**src/rtl/flsb_pkg.sv**
```systemverilog
package flsb_pkg;

  typedef enum logic [2:0] {
    ST_IDLE  = 3'd0,
    ST_PROG  = 3'd1,
    ST_EWIN  = 3'd2,
    ST_ERASE = 3'd3,
    ST_ESUSP = 3'd4,
    ST_PSUSP = 3'd5,
    ST_FAIL  = 3'd6,
    ST_ABORT = 3'd7
  } flsb_st_e;

endpackage

```
**src/rtl/flsb_seq.sv**
```systemverilog
module flsb_seq
  import flsb_pkg::*;
#(
  parameter int BLK_W   = 4,
  parameter int WIN_CYC = 10000
) (
  input  logic                   clk,
  input  logic                   rst_n,
  input  logic                   cmd_prog,
  input  logic                   cmd_erase,
  input  logic                   cmd_suspend,
  input  logic                   cmd_resume,
  input  logic                   cmd_wb_abort,
  input  logic                   cmd_reset,
  input  logic [BLK_W-1:0]       cmd_blk,
  input  logic                   cmd_d7,
  input  logic                   op_done,
  input  logic                   op_timeout,
  output flsb_st_e               st,
  output logic [(1<<BLK_W)-1:0]  mask,
  output logic [BLK_W-1:0]       pblk,
  output logic                   pbit,
  output logic                   fail_erase,
  output logic                   sp_hit,
  output logic [BLK_W-1:0]       sp_blk,
  output logic                   sp_bit
);

  localparam int NBLK  = 1 << BLK_W;
  localparam int CNT_W = $clog2(WIN_CYC + 1);

  flsb_st_e          st_q, st_d;
  logic [NBLK-1:0]   mask_q, mask_d;
  logic [CNT_W-1:0]  cnt_q, cnt_d;
  logic [BLK_W-1:0]  pblk_q, pblk_d, spblk_q, spblk_d;
  logic              pbit_q, pbit_d, fe_q, fe_d;
  logic              sph_q, sph_d, spbit_q, spbit_d;
  logic [NBLK-1:0]   blk_oh;
  logic              win_end;

  assign blk_oh  = NBLK'(1) << cmd_blk;
  assign win_end = (cnt_q == CNT_W'(WIN_CYC - 1));

  always_comb begin
    st_d    = st_q;
    mask_d  = mask_q;
    cnt_d   = cnt_q;
    pblk_d  = pblk_q;
    pbit_d  = pbit_q;
    fe_d    = fe_q;
    sph_d   = sph_q;
    spblk_d = spblk_q;
    spbit_d = spbit_q;
    case (st_q)
      ST_IDLE: begin
        if (cmd_prog) begin
          st_d   = ST_PROG;
          pblk_d = cmd_blk;
          pbit_d = cmd_d7;
        end else if (cmd_erase) begin
          st_d   = ST_EWIN;
          mask_d = blk_oh;
          cnt_d  = '0;
        end else if (cmd_wb_abort) begin
          st_d = ST_ABORT;
        end
      end
      ST_PROG: begin
        if (op_timeout) begin
          st_d = ST_FAIL;
          fe_d = 1'b0;
        end else if (op_done) begin
          st_d = ST_IDLE;
        end else if (cmd_suspend) begin
          st_d = ST_PSUSP;
        end
      end
      ST_EWIN: begin
        if (cmd_erase) begin
          mask_d = mask_q | blk_oh;
          cnt_d  = '0;
        end else if (win_end) begin
          st_d = ST_ERASE;
        end else begin
          cnt_d = cnt_q + CNT_W'(1);
        end
      end
      ST_ERASE: begin
        if (op_timeout) begin
          st_d = ST_FAIL;
          fe_d = 1'b1;
        end else if (op_done) begin
          st_d   = ST_IDLE;
          mask_d = '0;
        end else if (cmd_suspend) begin
          st_d = ST_ESUSP;
        end
      end
      ST_ESUSP: begin
        if (cmd_resume) begin
          st_d  = ST_ERASE;
          sph_d = 1'b0;
        end else if (cmd_prog && ((mask_q & blk_oh) == '0)) begin
          sph_d   = 1'b1;
          spblk_d = cmd_blk;
          spbit_d = cmd_d7;
        end
      end
      ST_PSUSP: begin
        if (cmd_resume) st_d = ST_PROG;
      end
      ST_FAIL: begin
        if (cmd_reset) begin
          st_d   = ST_IDLE;
          mask_d = '0;
        end
      end
      ST_ABORT: begin
        if (cmd_reset) st_d = ST_IDLE;
      end
      default: st_d = ST_IDLE;
    endcase
  end

  always_ff @(posedge clk or negedge rst_n) begin
    if (!rst_n) begin
      st_q    <= ST_IDLE;
      mask_q  <= '0;
      cnt_q   <= '0;
      pblk_q  <= '0;
      pbit_q  <= 1'b0;
      fe_q    <= 1'b0;
      sph_q   <= 1'b0;
      spblk_q <= '0;
      spbit_q <= 1'b0;
    end else begin
      st_q    <= st_d;
      mask_q  <= mask_d;
      cnt_q   <= cnt_d;
      pblk_q  <= pblk_d;
      pbit_q  <= pbit_d;
      fe_q    <= fe_d;
      sph_q   <= sph_d;
      spblk_q <= spblk_d;
      spbit_q <= spbit_d;
    end
  end

  assign st         = st_q;
  assign mask       = mask_q;
  assign pblk       = pblk_q;
  assign pbit       = pbit_q;
  assign fail_erase = fe_q;
  assign sp_hit     = sph_q;
  assign sp_blk     = spblk_q;
  assign sp_bit     = spbit_q;

  // the failed phase is left only through return-to-read
  p_fail_holds_r1: assert property (@(posedge clk) disable iff (!rst_n)
    (st_q == ST_FAIL && !cmd_reset) |=> (st_q == ST_FAIL));

  // an erase command inside the window restarts it
  p_window_restart_r3: assert property (@(posedge clk) disable iff (!rst_n)
    (st_q == ST_EWIN && cmd_erase) |=> (st_q == ST_EWIN && cnt_q == '0));

  // the erasing set is frozen once the erase runs
  p_erase_locked_r3: assert property (@(posedge clk) disable iff (!rst_n)
    (st_q == ST_ERASE && !op_done) |=> $stable(mask_q));

endmodule

```
**src/rtl/flsb_route.sv**
```systemverilog
module flsb_route
  import flsb_pkg::*;
#(
  parameter int BLK_W  = 4,
  parameter int BANK_W = 2
) (
  input  flsb_st_e              st,
  input  logic [(1<<BLK_W)-1:0] mask,
  input  logic [BLK_W-1:0]      pblk,
  input  logic                  pbit,
  input  logic                  fail_erase,
  input  logic                  sp_hit,
  input  logic [BLK_W-1:0]      sp_blk,
  input  logic                  sp_bit,
  input  logic [BLK_W-1:0]      rd_blk,
  output logic                  stat_rd,
  output logic                  sp_rd,
  output logic                  t6_en,
  output logic                  t2_en,
  output logic                  b7,
  output logic                  b3
);

  localparam int NBANK = 1 << BANK_W;
  localparam int BPB   = (1 << BLK_W) / NBANK;

  logic [NBANK-1:0]  bank_busy;
  logic [BANK_W-1:0] rd_bank, p_bank;
  logic              ebank_hit, pbank_hit, in_mask;

  for (genvar gb = 0; gb < NBANK; gb++) begin : g_bank
    assign bank_busy[gb] = |mask[gb*BPB +: BPB];
  end

  assign rd_bank   = rd_blk[BLK_W-1 -: BANK_W];
  assign p_bank    = pblk[BLK_W-1 -: BANK_W];
  assign ebank_hit = bank_busy[rd_bank];
  assign pbank_hit = (rd_bank == p_bank);
  assign in_mask   = mask[rd_blk];

  always_comb begin
    stat_rd = 1'b0;
    sp_rd   = 1'b0;
    t6_en   = 1'b0;
    t2_en   = 1'b0;
    b7      = 1'b0;
    b3      = 1'b0;
    case (st)
      ST_PROG: begin
        stat_rd = pbank_hit;
        t6_en   = pbank_hit;
        b7      = ~pbit;
      end
      ST_EWIN: begin
        stat_rd = ebank_hit;
        t6_en   = ebank_hit;
        t2_en   = ebank_hit;
      end
      ST_ERASE: begin
        stat_rd = ebank_hit;
        t6_en   = ebank_hit;
        t2_en   = ebank_hit;
        b3      = 1'b1;
      end
      ST_FAIL: begin
        stat_rd = fail_erase ? ebank_hit : pbank_hit;
        t6_en   = stat_rd;
        t2_en   = fail_erase & in_mask;
        b7      = ~fail_erase & ~pbit;
        b3      = fail_erase;
      end
      ST_ABORT: begin
        stat_rd = 1'b1;
        t6_en   = 1'b1;
      end
      ST_PSUSP: begin
        stat_rd = (rd_blk == pblk);
        t2_en   = stat_rd;
        b7      = ~pbit;
      end
      ST_ESUSP: begin
        sp_rd   = sp_hit & (rd_blk == sp_blk) & ~in_mask;
        stat_rd = in_mask | sp_rd;
        t2_en   = in_mask;
        b7      = sp_rd & ~sp_bit;
        b3      = 1'b1;
      end
      default: ;
    endcase
  end

endmodule

```
**src/rtl/flsb_toggle.sv**
```systemverilog
module flsb_toggle (
  input  logic clk,
  input  logic rst_n,
  input  logic rd_act,
  input  logic t6_en,
  input  logic t2_en,
  output logic t6,
  output logic t2
);

  logic rd_q, t6_q, t2_q;
  logic strobe, t6_d, t2_d;

  assign strobe = rd_act & ~rd_q;
  assign t6_d   = t6_q ^ (strobe & t6_en);
  assign t2_d   = t2_q ^ (strobe & t2_en);

  always_ff @(posedge clk or negedge rst_n) begin
    if (!rst_n) begin
      rd_q <= 1'b0;
      t6_q <= 1'b0;
      t2_q <= 1'b0;
    end else begin
      rd_q <= rd_act;
      t6_q <= t6_d;
      t2_q <= t2_d;
    end
  end

  assign t6 = t6_q;
  assign t2 = t2_q;

  // toggle bits move only on a read strobe
  p_toggle_on_strobe_r6: assert property (@(posedge clk) disable iff (!rst_n)
    !strobe |=> ($stable(t6_q) && $stable(t2_q)));

  // one strobe per read, however long it is held
  p_single_strobe_r6: assert property (@(posedge clk) disable iff (!rst_n)
    strobe |=> !strobe);

endmodule

```
**src/rtl/flash_status_gen.sv**
```systemverilog
module flash_status_gen
  import flsb_pkg::*;
#(
  parameter int BLK_W   = 4,
  parameter int BANK_W  = 2,
  parameter int WIN_CYC = 10000
) (
  input  logic             clk,
  input  logic             rst_n,
  input  logic             ce_n,
  input  logic             oe_n,
  input  logic [BLK_W-1:0] rd_blk,
  input  logic [7:0]       array_data,
  input  logic             cmd_prog,
  input  logic             cmd_erase,
  input  logic             cmd_suspend,
  input  logic             cmd_resume,
  input  logic             cmd_wb_abort,
  input  logic             cmd_reset,
  input  logic [BLK_W-1:0] cmd_blk,
  input  logic             cmd_d7,
  input  logic             op_done,
  input  logic             op_timeout,
  output logic [7:0]       dq,
  output logic             erase_accept,
  output logic             rdy
);

  localparam int NBLK = 1 << BLK_W;

  logic             rs1_q, rs2_q, rst_i;
  flsb_st_e         st;
  logic [NBLK-1:0]  mask;
  logic [BLK_W-1:0] pblk, sp_blk;
  logic             pbit, fe, sp_hit, sp_bit;
  logic             stat_rd, sp_rd, t6_en, t2_en, b7, b3;
  logic             t6, t2, rd_act;
  logic [7:0]       status;

  always_ff @(posedge clk or negedge rst_n) begin
    if (!rst_n) begin
      rs1_q <= 1'b0;
      rs2_q <= 1'b0;
    end else begin
      rs1_q <= 1'b1;
      rs2_q <= rs1_q;
    end
  end
  assign rst_i = rs2_q;

  assign rd_act = ~ce_n & ~oe_n;

  flsb_seq #(.BLK_W(BLK_W), .WIN_CYC(WIN_CYC)) u_seq (
    .clk(clk), .rst_n(rst_i),
    .cmd_prog(cmd_prog), .cmd_erase(cmd_erase), .cmd_suspend(cmd_suspend),
    .cmd_resume(cmd_resume), .cmd_wb_abort(cmd_wb_abort), .cmd_reset(cmd_reset),
    .cmd_blk(cmd_blk), .cmd_d7(cmd_d7), .op_done(op_done), .op_timeout(op_timeout),
    .st(st), .mask(mask), .pblk(pblk), .pbit(pbit), .fail_erase(fe),
    .sp_hit(sp_hit), .sp_blk(sp_blk), .sp_bit(sp_bit)
  );

  flsb_route #(.BLK_W(BLK_W), .BANK_W(BANK_W)) u_route (
    .st(st), .mask(mask), .pblk(pblk), .pbit(pbit), .fail_erase(fe),
    .sp_hit(sp_hit), .sp_blk(sp_blk), .sp_bit(sp_bit), .rd_blk(rd_blk),
    .stat_rd(stat_rd), .sp_rd(sp_rd), .t6_en(t6_en), .t2_en(t2_en),
    .b7(b7), .b3(b3)
  );

  flsb_toggle u_tog (
    .clk(clk), .rst_n(rst_i), .rd_act(rd_act),
    .t6_en(t6_en), .t2_en(t2_en), .t6(t6), .t2(t2)
  );

  assign status = {b7, t6, (st == ST_FAIL), 1'b0, b3, (sp_rd | t2),
                   (st == ST_ABORT), 1'b0};

  always_comb begin
    if (!rd_act)      dq = 8'h00;
    else if (stat_rd) dq = status;
    else              dq = array_data;
  end

  assign erase_accept = (st == ST_EWIN);
  assign rdy          = ~ce_n;

  // an aborted buffer write shows bit 1 on every read
  p_abort_dq1_r8: assert property (@(posedge clk) disable iff (!rst_i)
    (st == ST_ABORT && rd_act) |-> dq[1]);

  // failure status carries bit 5
  p_fail_dq5_r1: assert property (@(posedge clk) disable iff (!rst_i)
    (st == ST_FAIL && rd_act && stat_rd) |-> dq[5]);

  // the accept window closes only into the running erase
  p_accept_end_r3: assert property (@(posedge clk) disable iff (!rst_i)
    erase_accept |=> (erase_accept || st == ST_ERASE));

endmodule

```
**config.mk**
```make
export PLATFORM = sky130hd
export DESIGN_NAME = flash_status_gen
export DESIGN_NICKNAME = d
export VERILOG_FILES = /design/src/rtl/flsb_pkg.sv /design/src/rtl/flsb_seq.sv /design/src/rtl/flsb_route.sv /design/src/rtl/flsb_toggle.sv /design/src/rtl/flash_status_gen.sv
export SDC_FILE = /design/constraint.sdc
export NUM_CORES = 1
export LEC_CHECK = 0
export CORE_MARGIN = 8
export CORE_UTILIZATION = 30
export DETAILED_ROUTE_END_ITERATION = 16
export GPL_ROUTABILITY_DRIVEN = 0
export GPL_TIMING_DRIVEN = 0
export HOLD_SLACK_MARGIN = 0.15
export PLACE_DENSITY = 0.53
export SETUP_SLACK_MARGIN = 0.05
export SLEW_MARGIN = 40
export SYNTH_ARGS = -nofsm -noshare
export SYNTH_HDL_FRONTEND = slang
export SYNTH_SLANG_ARGS = --single-unit
```
**constraint.sdc**
```tcl
create_clock -name clk -period 2.2 [get_ports clk]
set_input_delay 0.22 -clock clk [delete_from_list [all_inputs] [get_ports clk]]
set_output_delay 0.22 -clock clk [all_outputs]
set_load 0.05 [all_outputs]
```
# After elaboration in Yosys (flattened, before gate mapping)
# Cells that the tools add are included.
dict set report word_totals {
  mem_count 0
  in_bits 29
  elab_cells 136
  ram_bits 0
  out_inout_bits 10
  latch_bits 0
  rom_bits 0
  register_bits 50
}
dict set report classes {
  div_mod_pow 0
  shifts 1
  reduce_logical 22
  n_mul 0
  n_eq_ne 28
  n_addsub 1
  n_bitwise 23
  order_cmp 2
  n_mux 45
}
# op n
set op_table {}
lappend op_table {{$mux W16} 6}
lappend op_table {{$pmux W16 S4} 1}
lappend op_table {{$mux W14} 4}
lappend op_table {{$mux W3} 14}
lappend op_table {{$pmux W14 S2} 1}
lappend op_table {{$ne A2 B2 Y1 const B} 11}
lappend op_table {{$pmux W3 S7} 1}
lappend op_table {{$and A16 B16 Y16} 1}
lappend op_table {{$logic_not A16 Y1} 1}
lappend op_table {{$mux W8} 2}
lappend op_table {{$or A16 B16 Y16} 1}
lappend op_table {{$reduce_or A4 Y1} 4}
lappend op_table {{$shl A1 B4 Y16 const A} 1}
lappend op_table {{$add A14 B1 Y14 const B} 1}
lappend op_table {{$eq A14 B14 Y1 const B} 1}
lappend op_table {{$eq A3 B3 Y1 const B} 4}
lappend op_table {{$ne A4 B4 Y1 const B} 3}
lappend op_table {{$and A1 B1 Y1} 9}
lappend op_table {{$eq A4 B4 Y1} 2}
lappend op_table {{$mux W1} 8}
lappend op_table {{$not A1 Y1} 8}
lappend op_table {{$pmux W1 S4} 2}
lappend op_table {{$reduce_and A8 Y1} 1}
lappend op_table {{$reduce_or A2 Y1} 4}
lappend op_table {{22 further kinds} 31}

# Logic depth before layout (Yosys ltp)
# Gate-level depths: netlist of run 1.
dict set report logic_depth {
  word_depth 8
  mapped_depth 8
  depth_no_buf 7
}

# Cells and area by module
# A second synthesis of run 1 with hierarchy kept.
dict set report unflattened {
  cells_unflattened 326
  hier_area_um2 3169.3
}
# mod n_inst area_per_inst_um2 seq_area_each_um2 cells_per_inst
set by_module_without_submodules {}
lappend by_module_without_submodules {flsb_seq 1 2361.0 1126.1 233}
lappend by_module_without_submodules {flsb_route 1 483.0 0.0 60}
lappend by_module_without_submodules {flash_status_gen 1 217.7 50.0 26}
lappend by_module_without_submodules {flsb_toggle 1 107.6 75.1 7}

# Worst setup path before layout of run 1
# No wires, ideal clock.
dict set report synth_path {
  kind {input port to output port}
  from {input port rd_blk[3]}
  to {output port dq[7]}
  cell_stages 6
  required_time_ps 1980
  path_buffers 1
  arrival_ps 2489
  slack_ps -509
  path_cell_list {clkbuf_1 > mux4_2 > mux4_2 > nor3_1 > a21oi_1 > a21oi_1}
}
dict set report synth_via {
  elab_chain_len 8
  elab_cells_between_ends 17
  classes_between {eq/ne: 3; mux: 9; bitwise: 5}
}
# item line
set synth_rtl {}
lappend synth_rtl {{start, declared} flash_status_gen.sv:12} ;# input logic [BLK_W-1:0] rd_blk,
lappend synth_rtl {{$bmux W1 S4} flsb_route.sv:39} ;# assign in_mask = mask[rd_blk];
lappend synth_rtl {{$mux W1 (not written as such)} flsb_route.sv:39}
lappend synth_rtl {{$not A1 Y1} flsb_route.sv:82} ;# sp_rd = sp_hit & (rd_blk == sp_blk) & ~in_mask;
lappend synth_rtl {{$and A1 B1 Y1} flsb_route.sv:82}
lappend synth_rtl {{$or A1 B1 Y1 or $and A1 B1 Y1 (tied branches)} {flsb_route.sv:83, flsb_route.sv:85}}
lappend synth_rtl {{$pmux W1 S6 or $pmux W1 S3 (tied branches)} flsb_route.sv:48} ;# case (st)
lappend synth_rtl {{$mux W8 (*)} flash_status_gen.sv:79} ;# else if (stat_rd) dq = status;
lappend synth_rtl {{$mux W8 (*)} flash_status_gen.sv:78} ;# if (!rd_act) dq = 8'h00;
lappend synth_rtl {{end, declared} flash_status_gen.sv:24} ;# output logic [7:0] dq,
# Every way passes the cells marked *; elsewhere a longest branch is shown, timed or not. The select of a mux whose other input is x is not followed.

# Worst setup path in the final report of run 1
dict set report layout_path {
  from {register u_seq.mask_q[5] (netlist: u_seq.mask[5])}
  to {output port dq[0]}
}
dict set report layout_via {
  elab_chain_len 8
  elab_cells_between_ends 12
  classes_between {mux: 8; bitwise: 3; reduce/logical: 1}
}
# item line
set layout_rtl {}
lappend layout_rtl {{start, declared} flsb_seq.sv:33} ;# logic [NBLK-1:0] mask_q, mask_d;
lappend layout_rtl {{start signal, assigned} flsb_seq.sv:138} ;# mask_q <= mask_d;
lappend layout_rtl {{$bmux W1 S4} flsb_route.sv:39}
lappend layout_rtl {{$mux W1 (not written as such)} flsb_route.sv:39}
lappend layout_rtl {{$not A1 Y1} flsb_route.sv:82}
lappend layout_rtl {{$and A1 B1 Y1} flsb_route.sv:82}
lappend layout_rtl {{$or A1 B1 Y1} flsb_route.sv:83} ;# stat_rd = in_mask | sp_rd;
lappend layout_rtl {{$pmux W1 S6 (*)} flsb_route.sv:48}
lappend layout_rtl {{$mux W8 (*)} flash_status_gen.sv:79}
lappend layout_rtl {{$mux W8 (*)} flash_status_gen.sv:78}
# Marked as above.

==> results of run 1 <==
cells by family (layout without fill, tap and decap cells):
logic type	count (synthesis)	in the layout
other	1	1
adder cells (fa/ha/maj)	1	1
XOR/XNOR	22	22
buffers and inverters	27	91
flip-flops	50	50
multiplexers	22	22
AND/OR/NAND/NOR	129	129
AO/OA/AOI/OAI	67	67
state kept, by name, indices dropped and copies added (netlist names):
| register | cells |
|---|---|
| rs2_q | 1 |
| u_seq.mask | 16 |
| u_seq.fail_erase | 1 |
| u_seq.pblk | 4 |
| u_seq.pbit | 1 |
| u_seq.cnt_q | 14 |
| u_seq.sp_bit | 1 |
| u_tog.t6 | 1 |
| u_tog.rd_q | 1 |
| u_tog.t2 | 1 |
| u_seq.sp_hit | 1 |
| rs1_q | 1 |
| u_seq.sp_blk | 4 |
| u_seq.st | 3 |
critical path, stage by stage (launching register included):
cell and delay, ps:
dfrtp_1 440, mux4_2 470, mux4_2 540, nand2_2 120
o2111ai_4 150, buf_6 170, nor2_4 130, and2_4 170
buf_8 140
cell usage after synthesis, drive strengths merged, types with 8 or more instances:
cell | n | area, sq um
buf | 9 | 52.6
nand3 | 8 | 40.0
mux2 | 13 | 146
o21ai | 21 | 105
xnor2 | 17 | 149
nor2 | 25 | 101
nor4 | 11 | 68.8
nor2b | 9 | 56.3
nand2 | 35 | 136
dfrtp | 50 | 1250
a21oi | 10 | 50.1
clkbuf | 11 | 41.3
cells in the final DEF, fill, tap and decap left out, drive strengths merged, types with 4 or more instances in the layout:
master / count
clkdlybuf4s50: 24
o21ai: 21
nor2: 25
mux4: 6
nor2b: 9
dfrtp: 50
and2: 5
nand2b: 4
buf: 39
nand2: 35
mux2: 13
inv: 6
nand3: 8
a22oi: 4
nand4: 4
nor3b: 4
xnor2: 17
o31ai: 4
a21oi: 10
nor4: 11
clkbuf: 16
xor2: 5
power by group through the flow:
stage	clock [mW]	combinational, mW	sequential, mW
after floorplan	0	1.34	1.24
final	0.517	2.23	1.30
after detailed placement	0	1.78	1.28
after global placement	0	1.74	1.29
after global routing	0.580	2.44	1.34
after CTS	0.543	2.04	1.30
worst min-delay path by stage:
stage | endpoint | slack, ps | depth (start not counted)
2_1_floorplan | rs1_q | -80 | 0
4_1_cts | u_seq.mask[13] | 180 | 0
5_1_grt | u_seq.mask[13] | 190 | 0
3_5_place_dp | u_seq.mask[13] | 170 | 0
6_report | u_seq.mask[13] | 180 | 0
3_3_place_gp | rs2_q | 340 | 0
per-layer routing:
layer  track usage, %  part of all wire (%)  up-vias  wire length (microns)
li1                 -                     -     1291                      -
met1             16.2                    47     1308                   3940
met2             20.0                    49       61                   4150
met3             2.30                   3.5        4                    299
met4             3.52                  0.80        0                     68
met5                0                     0        -                      0
cell type report:
type	instances	area, sq um	area share (%)
Clock inverter	2	10.0	0.239
Timing Repair Buffer	58	578	13.8
Tap cell	136	170	4.06
Sequential cell	50	1260	30.0
Buffer	19	121	2.90
Clock buffer	5	68.8	1.64
Inverter	7	26.3	0.627
Multi-Input combinational cell	242	1960	46.7
repair_timing:
action,CTS,global route
buffers inserted,10,10
resized for setup,85,31
hold buffers,1,0
endpoints found under the setup margin,44,47
hold endpoints to repair,2,0
gates cloned,1,0
pin swaps,8,16
==> impl_metrics.py, run 1 <==
metrics = {
    "layout": {
        "area_delta_synth_final_pct": 35.0,
        "drive_above_1_share_pct": 28.7,
        "final_area_sq_mm": 0.00419,
        "fin_nets": 413,
        "stdcell_count": 519,
        "n_antenna_cell": 0,
        "final_core_util_pct": 41.1,
        "final.fill_count": 1025,
    },
    "detailed_routing": {
        "drtPass1Iterations": 5,
        "vias": 2664,
        "antenna_left": 0,
        "via_per_inst": 5.13,
        "wl_microns": 8460,
        "drt_iter0_markers": 112,
        "post-route-drc-count": 0,
        "routedWlPerCell_microns": 16.3,
    },
    "yosys": {
        "yosysUniqueCellTypes": 68,
        "synthArstFlopShare_pct": 100,
        "ys_warn_count": 0,
        "postSynthRegisterBits": 50,
        "synth_area_sq_mm": 0.00310,
        "yosys.area_share.simple_pct": 22.7,
        "synth_edf_count": 0,
        "synth_xor_area_share_pct": 6.21,
        "ys_seq_area_share_pct": 40.3,
        "synth_ff_type": "dfrtp_1",
        "synth_top_family_by_area": "simple AND/OR/NAND/NOR gates",
        "synth_compound_area_share_pct": 16.3,
        "postSynthAreaPerCell_sq_um": 9.73,
        "synth_fa_ha_area_share_pct": 0.403,
        "synth_mux_area_share_pct": 10.0,
        "syn_inst": 319,
        "synth_fp_nets": 349,
    },
    "job": {
        "max_cap_viol_count": 0,
    },
    "grt": {
        "antenna_found_initial": 0,
        "gr-total-overflow": 0,
        "grt_max_degree": 38,
        "grt_use_total_pct": 12.3,
        "grt_pass1_vias": 2714,
        "grt_pass1_wl_microns": 14300,
    },
    "setup_path": {
        "critPathRequiredTime_ps": 1980,
        "reg2reg_depth": 7,
        "endpoint_kind": "output port",
        "r2r_start": "u_seq.cnt_q[10]",
        "arrival_ps": 2610,
        "endpoint": "dq[0]",
        "regToRegSetupSlack_ps": -80,
        "crit_type": "reg -> out",
        "crit_start": "u_seq.mask[5]",
        "path_max_fanout": 5,
        "reg2reg_to": "u_seq.cnt_q[12]",
        "worst_setup_path_start_kind": "register",
    },
    "placed_design": {
        "placedCellCount": 491,
        "io_buffers": 35,
        "dpl_worst_slack_ps": -1190,
        "postPlaceCellArea_sq_mm": 0.00372,
        "hpwlAfterDp_microns": 6060,
    },
    "sta": {
        "post-route-period-util_pct": 129,
        "worst_hold_slack_ps": 177,
        "drv_slew": 0,
        "fin_skew_ps": 11.3,
        "final_hold_viol_count": 0,
        "slew-limit-headroom_pct": 66.0,
        "fmax_mhz": 353,
        "rsz0062_at_grt": "yes",
        "setup_viol": 22,
        "worst_pin_slew_ps": 511,
        "setup_ws_ps": -631,
        "fin_crit_ps": 2830,
        "tns_ps": -5280,
    },
    "floorplan": {
        "io_pins": 39,
        "std_cell_rows": 37,
        "core_sq_mm": 0.0102,
        "fp.dieH_microns": 118,
        "die_area_sq_mm": 0.0139,
        "die_w_microns": 118,
        "start_util_pct": 30.5,
    },
    "power_and_ir_drop": {
        "switching_share_pct": 42.4,
        "p_comb_share_pct": 55.1,
        "p_int_mw": 2.33,
        "power.density_mw_per_mm2": 967,
        "clock_power_share_pct": 12.8,
        "p_sw_mw": 1.72,
        "total_power_mw": 4.05,
        "max-vdd-ir-drop_uv": 349,
        "p_leak_nw": 1.71,
        "seqPwrFrac_pct": 32.1,
    },
    "clocking": {
        "clockBufferDepth": 2,
        "htree_levels": 2,
        "numCtsBuffers": 5,
        "cts_tree": "built",
        "clk_pin_slew_ps": 90,
        "clock_sinks": 50,
        "clk_latency_ps": 300,
        "cts_root_buf": "clkbuf_8",
    },
    "worst_hold_path": {
        "min_path_type": "reg -> async",
    },
    "run_status": {
        "status": "finished, violations left",
        "violations": "setup timing",
    },
}
No activity file was read; power rests on OpenSTA's default activity.
==> inputs of run 2 (changes only) <==
--- a/config.mk
+++ b/config.mk
@@ -5,6 +5,7 @@
 export SDC_FILE = /design/constraint.sdc
 export NUM_CORES = 1
 export LEC_CHECK = 0
+export ABC_CLOCK_PERIOD_IN_PS = 2200
 export CORE_MARGIN = 8
 export CORE_UTILIZATION = 30
 export DETAILED_ROUTE_END_ITERATION = 16
==> results of run 2 <==
Same layout as run 1: the final DEF is identical, and so are final timing and power.
